**src/rtl/mac_sat_pkg.sv**
```systemverilog
package mac_sat_pkg;
   localparam logic [5:0] FN_NARROW = 6'b101000;
   localparam logic [5:0] FN_WIDE   = 6'b101001;

   // sub-operation bit roles
   localparam int SB_UNS = 0;
   localparam int SB_HI  = 3;
   localparam int SB_SAT = 4;

   typedef struct packed {
      logic ok;
      logic uns;
      logic sat;
      logic hi_sel;
      logic wide;
   } mac_op_t;
endpackage

```
**src/rtl/mac_op_decode.sv**
```systemverilog
module mac_op_decode
   import mac_sat_pkg::*;
(
   input  logic [5:0] func,
   input  logic [4:0] subop,
   output mac_op_t    op
);
   logic narrow_ok, wide_ok;

   always_comb begin
      narrow_ok = (func == FN_NARROW) && (subop[2:1] == 2'b00);
      wide_ok   = (func == FN_WIDE)   && (subop[3:1] == 3'b000);
      op.ok     = narrow_ok || wide_ok;
      op.uns    = subop[SB_UNS];
      op.sat    = subop[SB_SAT];
      op.hi_sel = subop[SB_HI] && narrow_ok;
      op.wide   = wide_ok;
   end
endmodule

```
**src/rtl/mac_product.sv**
```systemverilog
module mac_product #(
   parameter int HALF_W = 32,
   parameter int REG_W  = 64
) (
   input  logic [HALF_W-1:0] a,
   input  logic [HALF_W-1:0] b,
   input  logic              uns,
   output logic [REG_W-1:0]  prod
);
   localparam int EXT_W = REG_W - HALF_W;

   generate
      if (EXT_W < HALF_W) begin : g_bad_width
         $error("mac_product: REG_W must be at least twice HALF_W");
      end
   endgenerate

   logic [REG_W-1:0] ext_a, ext_b;

   always_comb begin
      ext_a = {{EXT_W{~uns & a[HALF_W-1]}}, a};
      ext_b = {{EXT_W{~uns & b[HALF_W-1]}}, b};
      // low REG_W bits of the extended product equal the exact product
      prod  = ext_a * ext_b;
   end
endmodule

```
**src/rtl/mac_sat_add.sv**
```systemverilog
module mac_sat_add #(
   parameter int HALF_W = 32,
   parameter int REG_W  = 64
) (
   input  logic [REG_W-1:0] base,
   input  logic [REG_W-1:0] addend,
   input  logic             uns,
   input  logic             sat,
   output logic [REG_W-1:0] result
);
   localparam int SUM_W = REG_W + 1;
   localparam logic [SUM_W-1:0] POS_LIM_X = SUM_W'({(HALF_W-1){1'b1}});
   localparam logic [REG_W-1:0] POS_LIM   = REG_W'({(HALF_W-1){1'b1}});
   localparam logic [REG_W-1:0] NEG_LIM   = ~POS_LIM;

   logic [SUM_W-1:0] sum;
   logic             neg, above;

   always_comb begin
      sum   = {~uns & base[REG_W-1], base} + {~uns & addend[REG_W-1], addend};
      neg   = ~uns & sum[REG_W];
      above = ~neg & (sum > POS_LIM_X);
      if (!sat)
         result = sum[REG_W-1:0];
      else if (neg)
         result = NEG_LIM;
      else if (above)
         result = uns ? '1 : POS_LIM;
      else
         result = sum[REG_W-1:0];
   end
endmodule

```
**src/rtl/mac_sat_unit.sv**
```systemverilog
module mac_sat_unit
   import mac_sat_pkg::*;
#(
   parameter int HALF_W = 32,
   parameter int REG_W  = 64
) (
   input  logic             clk,
   input  logic             rst,
   input  logic             start,
   input  logic [5:0]       func,
   input  logic [4:0]       subop,
   input  logic [REG_W-1:0] src_a,
   input  logic [REG_W-1:0] src_b,
   output logic [REG_W-1:0] wb_data,
   output logic             wb_valid,
   output logic [REG_W-1:0] hi_q,
   output logic [REG_W-1:0] lo_q
);
   localparam int UP_W = REG_W - HALF_W;

   generate
      if (REG_W != 2 * HALF_W) begin : g_bad_cfg
         $error("mac_sat_unit: REG_W must equal 2*HALF_W");
      end
   endgenerate

   mac_op_t          op;
   logic [REG_W-1:0] prod, base, res, wb_next;
   logic             narrow_q;

   mac_op_decode u_dec (.func(func), .subop(subop), .op(op));

   mac_product #(.HALF_W(HALF_W), .REG_W(REG_W)) u_mul (
      .a(src_a[HALF_W-1:0]), .b(src_b[HALF_W-1:0]), .uns(op.uns), .prod(prod)
   );

   always_comb begin
      base = op.wide ? lo_q : {hi_q[HALF_W-1:0], lo_q[HALF_W-1:0]};
   end

   mac_sat_add #(.HALF_W(HALF_W), .REG_W(REG_W)) u_add (
      .base(base), .addend(prod), .uns(op.uns), .sat(op.sat), .result(res)
   );

   always_comb begin
      if (op.wide)
         wb_next = res;
      else if (op.hi_sel)
         wb_next = {{UP_W{res[REG_W-1]}}, res[REG_W-1:HALF_W]};
      else
         wb_next = {{UP_W{res[HALF_W-1]}}, res[HALF_W-1:0]};
   end

   always_ff @(posedge clk) begin
      if (rst) begin
         hi_q     <= '0;
         lo_q     <= '0;
         wb_data  <= '0;
         wb_valid <= 1'b0;
         narrow_q <= 1'b0;
      end else begin
         wb_valid <= start & op.ok;
         if (start && op.ok) begin
            wb_data  <= wb_next;
            narrow_q <= ~op.wide;
            if (op.wide) begin
               lo_q <= res;
            end else begin
               hi_q[HALF_W-1:0] <= res[REG_W-1:HALF_W];
               lo_q[HALF_W-1:0] <= res[HALF_W-1:0];
            end
         end
      end
   end

   AST_IDLE_NO_WB: assert property (@(posedge clk) disable iff (rst)
      !start |=> !wb_valid);
   AST_IDLE_HOLD: assert property (@(posedge clk) disable iff (rst)
      !start |=> ($stable(hi_q) && $stable(lo_q)));
   AST_HI_UPPER_KEEP: assert property (@(posedge clk) disable iff (rst)
      start |=> $stable(hi_q[REG_W-1:HALF_W]));
   AST_WIDE_HI_KEEP: assert property (@(posedge clk) disable iff (rst)
      (start && op.wide) |=> $stable(hi_q));
   AST_REJECT_HOLD: assert property (@(posedge clk) disable iff (rst)
      (start && !op.ok) |=> (!wb_valid && $stable(hi_q) && $stable(lo_q)));
   AST_WB_SEXT: assert property (@(posedge clk) disable iff (rst)
      (wb_valid && narrow_q) |-> (wb_data[REG_W-1:HALF_W] == {UP_W{wb_data[HALF_W-1]}}));
endmodule

```
**config.mk**
```make
export PLATFORM = sky130hd
export DESIGN_NAME = mac_sat_unit
export DESIGN_NICKNAME = d
export VERILOG_FILES = /design/src/rtl/mac_sat_pkg.sv /design/src/rtl/mac_op_decode.sv /design/src/rtl/mac_product.sv /design/src/rtl/mac_sat_add.sv /design/src/rtl/mac_sat_unit.sv
export SDC_FILE = /design/constraint.sdc
export NUM_CORES = 2
export LEC_CHECK = 0
export BUFFER_PORTS_ARGS = -buffer_cell sky130_fd_sc_hd__clkbuf_2
export CORE_MARGIN = 10
export CORE_UTILIZATION = 50
export CTS_CLUSTER_SIZE = 30
export DETAILED_ROUTE_END_ITERATION = 7
export PLACE_DENSITY = 0.71
export SLEW_MARGIN = 20
export SYNTH_ARGS = -nofsm -noshare
export SYNTH_HDL_FRONTEND = slang
export SYNTH_HIERARCHICAL = 1
export SYNTH_SLANG_ARGS = --single-unit
```
**constraint.sdc**
```tcl
create_clock -name clk -period 14.9 [get_ports clk]
set_input_delay 0.745 -clock clk [delete_from_list [all_inputs] [get_ports clk]]
set_output_delay 0.745 -clock clk [all_outputs]
set_load 0.02 [all_outputs]
```
* Word-level counts from Yosys, hierarchy flattened
Cells that the tools add are included.
** Word-level totals
- Flip-flop bits (word level) :: 161
- Input port bits :: 142
- Logic and storage cells :: 36
** Operators by class
- Add/sub/neg operators :: 1
- Multiply operators :: 1
- $lt $le $gt $ge :: 1
- Equality and inequality tests :: 2
- Multiplexer cells :: 7
- Bitwise logic cells :: 10
- Reductions and logical operators :: 9
** Operators by type and width (number)
- two-way mux 64 bit :: 7
- adder 65 bit :: 1
- > comparator 65 x 31 -> 1 bit, second input constant :: 1
- multiplier 33 x 33 -> 64 bit :: 1
- equality test 6 bit, second input constant :: 2
- AND 1 bit :: 7
- logical AND 1 bit :: 4
- AND reduction 2 bit :: 2
- logical NOT 3 bit :: 1
- NOT 1 bit :: 3
- logical NOT 2 bit :: 1
- logical OR 1 bit :: 1

* Logic depth before layout (Yosys ltp)
- Depth after elaboration :: 13
- Depth in mapped cells :: 49

* Modules after synthesis
The synthesis kept the hierarchy.
** Modules (own cells, without submodules)
- mac_product :: times used 1, cells an instance 4154, area an instance 37878.8 sq um, seq. area each 0.0 sq um
- mac_sat_unit :: times used 1, cells an instance 811, area an instance 6850.3 sq um, seq. area each 3223.1 sq um
- mac_sat_add :: times used 1, cells an instance 749, area an instance 4817.1 sq um, seq. area each 0.0 sq um
- mac_op_decode :: times used 1, cells an instance 9, area an instance 83.8 sq um, seq. area each 0.0 sq um

* Least setup slack after synthesis
OpenSTA, ideal clock, no wires.
- Kind :: input to register
- From :: in subop[0]
- To :: reg wb_data[52]
- Library setup time :: 0.136 ns
- Arrival :: 11.667 ns
- Required time :: 14.764 ns
- Path slack :: 3.097 ns
- Cell stages on the path :: 46
- Buffers on the path :: 5
- Cell sequence :: buf_4 nor2b_1 clkbuf_1 nand2_1 inv_1 fa_1 fa_1 fa_1 inv_1 fa_1 inv_1 fa_1 fa_1 inv_1 fa_1 fa_1 inv_1 ha_1 (+10 left out) ha_1 nand2_1 nor2_1 a221o_1 a21o_1 nor2_1 mux2i_1 a2111oi_0 and4_1 nand4_1 o41a_1 o21ai_2 buf_4 nand2_1 mux2_2 nand2_2 buf_2 a31oi_1
** RTL lines
- from (decl) :: line mac_sat_unit.sv:11 : input logic [4:0] subop,
- NOT 1 bit (*) :: line mac_product.sv:21, mac_product.sv:22
- AND 1 bit, on equally long branches :: line mac_product.sv:21, mac_product.sv:22
- multiplier 33 x 33 -> 64 bit (*) :: line mac_product.sv:24 : prod = ext_a * ext_b;
- named net prod[59] :: line mac_sat_unit.sv:28 : logic [REG_W-1:0] prod, base, res, wb_next;
- adder 65 bit (*) :: line mac_sat_add.sv:20 : sum = {~uns & base[REG_W-1], base} + {~uns & addend[REG_W-1], addend};
- branches (longest 5 deep; another with > comparator 65 x 31 -> 1 bit)
- two-way mux 64 bit (*) :: line mac_sat_add.sv:23 : if (!sat)
- named net res[63] :: line mac_sat_unit.sv:28
- two-way mux 64 bit (*) :: line mac_sat_unit.sv:48 : else if (op.hi_sel)
- two-way mux 64 bit (*) :: line mac_sat_unit.sv:46 : if (op.wide)
- to (signal assigned) :: line mac_sat_unit.sv:64 : wb_data <= wb_next;
- to (decl) :: line mac_sat_unit.sv:14 : output logic [REG_W-1:0] wb_data,
Mark *: on every way through the listed nets, which the timed path passes.
A chain may end at the register's enable or synchronous reset.

* Final worst setup path
- From :: in src_a[31]
- To :: reg wb_data[34]
** RTL lines
- from (decl) :: line mac_sat_unit.sv:12 : input logic [REG_W-1:0] src_a,
- AND 1 bit :: line mac_product.sv:21 : ext_a = {{EXT_W{~uns & a[HALF_W-1]}}, a};
- multiplier 33 x 33 -> 64 bit (*) :: line mac_product.sv:24
- named net prod[59] :: line mac_sat_unit.sv:28
- adder 65 bit (*) :: line mac_sat_add.sv:20
- branches (longest 5 deep; another with > comparator 65 x 31 -> 1 bit)
- two-way mux 64 bit (*) :: line mac_sat_add.sv:23
- named net res[63] :: line mac_sat_unit.sv:28
- two-way mux 64 bit (*) :: line mac_sat_unit.sv:48
- two-way mux 64 bit (*) :: line mac_sat_unit.sv:46
Marks and branches as above.

==> flow_summary.json <==
{
  "ant_nets": 0,
  "r2r_cells": 17,
  "cts.path.max_buffers": 2,
  "synth_flop_cell": "dfxtp_1",
  "cp.required_ps": 15170,
  "grt_pass1_wl_um": 228000,
  "start_util": 0.504,
  "coreArea_mm2": 0.0984,
  "dp_slack_ps": 1190,
  "cts.clk_slew.worst_paths_ps": 60,
  "drive_gt1_frac": 0.0737,
  "holdWs_ps": 467,
  "synth_compound_area_frac": 0.0912,
  "drt-total-wl_um": 142000,
  "clock_tree.root_cell": "clkbuf_16",
  "hold_end": "hi_q[6]$_SDFFE_PP0P_",
  "grt_pass1_vias": 41700,
  "cpLargestDelayFamily": "adder cells",
  "min_period_ps": 13440,
  "worst_pin_slew_ps": 1140,
  "htreeDepth": 4,
  "reg2reg_slack_ps": 8860,
  "start_kind": "input pin",
  "hold_path.class": "reg2reg",
  "antenna_found_initial": 5,
  "drtPass1Iterations": 6,
  "vias_per_cell": 5.58,
  "max_stage_delay_ps": 690,
  "nets": 7203,
  "cts_buffers": 17,
  "wl_per_cell_um": 20.3,
  "r2r-end": "wb_data[34]$_SDFFE_PP0P_",
  "layout_commonest_cell": "fa_1",
  "slowest_stage": "fa_1",
  "drtIter0Drc": 3392,
  "rsz0062_at_grt": "no",
  "cp-end-kind": "flop",
  "hpwl_um": 116000,
  "avgSynthCellArea_um2": 8.67,
  "final_cell_mix": "fa_1, inv_1, nand2_1, and2_1, ha_1",
  "cts.repair.resized": 0,
  "dieWidth_um": 335,
  "min_from": "hi_q[6]$_SDFFE_PP0P_",
  "grt_max_degree": 99,
  "worst_slack_ps": 1460,
  "synth_simple_gate_area_frac": 0.165,
  "area_delta_synth_final_pct": 3.92,
  "synthDistinctLibCells": 93,
  "syn_inst": 5723,
  "grt_remaining_overflow": 0,
  "crit_path_frequent_cell": "fa_1",
  "hold_viol_final": 0,
  "slew_violations": 0,
  "cts_sinks": 161,
  "synthAdderAreaFrac": 0.524,
  "globalplace.congestion": 0.938,
  "tns_ps": 0,
  "top_layer": "met5",
  "path_class": "in2reg",
  "yosysSeqAreaShare": 0.0649,
  "ys_ff_latch": 161,
  "wl_met2_um": 71500,
  "synth-edff-count": 0,
  "rows": 115,
  "die_y_um": 335,
  "cp.arrival_ps": 13720,
  "post-route-period-util": 0.902,
  "synthXorXnorAreaFrac": 0.0238,
  "port_buffers": 238,
  "cp_max_fo": 33,
  "maxCapViolCount": 0,
  "worstSkewPairLatency_ps": 450,
  "die-area_mm2": 0.112,
  "wl_met3_um": 9160,
  "ys_warn_count": 6,
  "synth-async-reset-ratio": 0,
  "placed_area_mm2": 0.0510,
  "io_pins": 335,
  "relSlewSlack": 0.232,
  "met1_length_um": 56400,
  "cts-hold-fix-buffers": 0,
  "holdPathStages": 2,
  "postCtsSetupBuffers": 0,
  "max_freq_mhz": 74.4,
  "r2r_start": "lo_q[35]$_SDFFE_PP0P_",
  "synth_top_family_by_area": "adder cells",
  "syn_area_mm2": 0.0496,
  "route.vias.total": 38800,
  "gr-usage-all-layers": 0.254,
  "final_cell_area_mm2": 0.0516,
  "synthMuxAreaShare": 0.00789,
  "setup_viol": 0,
  "cts_tree": "yes",
  "drc": 0,
  "outcome": "completed",
  "fin_skew_ps": 13.5,
  "path_buf_inv": 9
}
-- registers in the layout, summed over array words and instances (netlist names) --
name      flops
hi_q         32
lo_q         64
wb_valid      1
wb_data      64
-- worst min-delay path, delay by kind of cell, from the launching register on --
family / cells / cell delay (ps)
flops: 1 / 320
compound gates: 1 / 50
simple gates: 1 / 50
-- Yosys cell counts (6+ instances only) --
library cell / number / area [µm²]
a211o_1: 6 / 52.6
a211oi_1: 14 / 105
a21boi_0: 8 / 60.1
a21o_1: 90 / 676
a21oi_1: 234 / 1170
a221o_1: 6 / 60.1
a221oi_1: 6 / 52.6
a311oi_1: 14 / 123
a311oi_2: 24 / 360
a31oi_1: 48 / 300
and2_1: 379 / 2370
and3_1: 17 / 106
and4_1: 6 / 52.6
buf_2: 34 / 170
buf_4: 83 / 623
buf_6: 10 / 113
clkbuf_1: 265 / 995
dfxtp_1: 161 / 3220
fa_1: 1126 / 22500
ha_1: 276 / 3450
inv_1: 1109 / 4160
mux2_2: 33 / 372
nand2_1: 1096 / 4110
nand2b_1: 9 / 56.3
nand3_1: 23 / 115
nand4_1: 49 / 307
nor2_1: 139 / 522
nor2b_1: 7 / 43.8
nor3_1: 34 / 170
o211ai_1: 7 / 52.6
o21a_1: 25 / 188
o21ai_0: 98 / 490
o21ai_1: 13 / 65.1
o21bai_1: 22 / 165
or2_2: 11 / 68.8
xnor2_1: 89 / 780
xor2_1: 46 / 403
-- worst max-delay path by stage --
| stage | from | endpoint | slack [ps] | cells past startpoint |
|---|---|---|---|---|
| 4_1_cts | src_a[31] | wb_data[34]$_SDFFE_PP0P_ | 1560 | 44 |
| 2_1_floorplan | subop[0] | wb_data[52]$_SDFFE_PP0P_ | 3100 | 46 |
| 6_report | src_a[31] | wb_data[34]$_SDFFE_PP0P_ | 1460 | 45 |
| 3_3_place_gp | src_a[31] | wb_data[63]$_SDFFE_PP0P_ | 1430 | 44 |
| 3_5_place_dp | src_a[31] | wb_data[34]$_SDFFE_PP0P_ | 1190 | 44 |
| 5_1_grt | src_a[31] | wb_data[56]$_SDFFE_PP0P_ | 480 | 44 |
-- routing by layer --
metal | vias to the layer above | GRT usage
li1 | 17100 | -
met1 | 20000 | 0.330
met2 | 1453 | 0.442
met3 | 291 | 0.0305
met4 | 6 | 0.0771
met5 | - | 0
-- per-stage QoR --
step	utilization	std cells
3_5_place_dp	0.518	6926
2_1_floorplan	-	5754
6_report	0.524	6962
3_3_place_gp	0.518	6926
4_1_cts	0.524	6957
5_1_grt	0.524	6959
-- logic make-up after synthesis --
family / Yosys count
xor gates and xnor gates: 135
muxes: 35
buffers and inverters: 1507
adders and majority gates: 1402
and+or+nand+nor: 1803
other: 1
DFF: 161
AOI/OAI and AO/OA: 679
-- cell type report --
cell class                      count  area (µm²)
Antenna cell                        4        10.0
Timing Repair Buffer              284        1560
Clock buffer                       19         453
Sequential cell                   161        3220
Multi-Input combinational cell   4086       40400
Clock inverter                     12         109
Tap cell                         1287        1610
Inverter                         1109        4160
Fill cell                        9236       46800
Power is left out: the tool's default activity adds up to more than one toggle a clock period on the data nets, which glitch-free logic cannot reach.
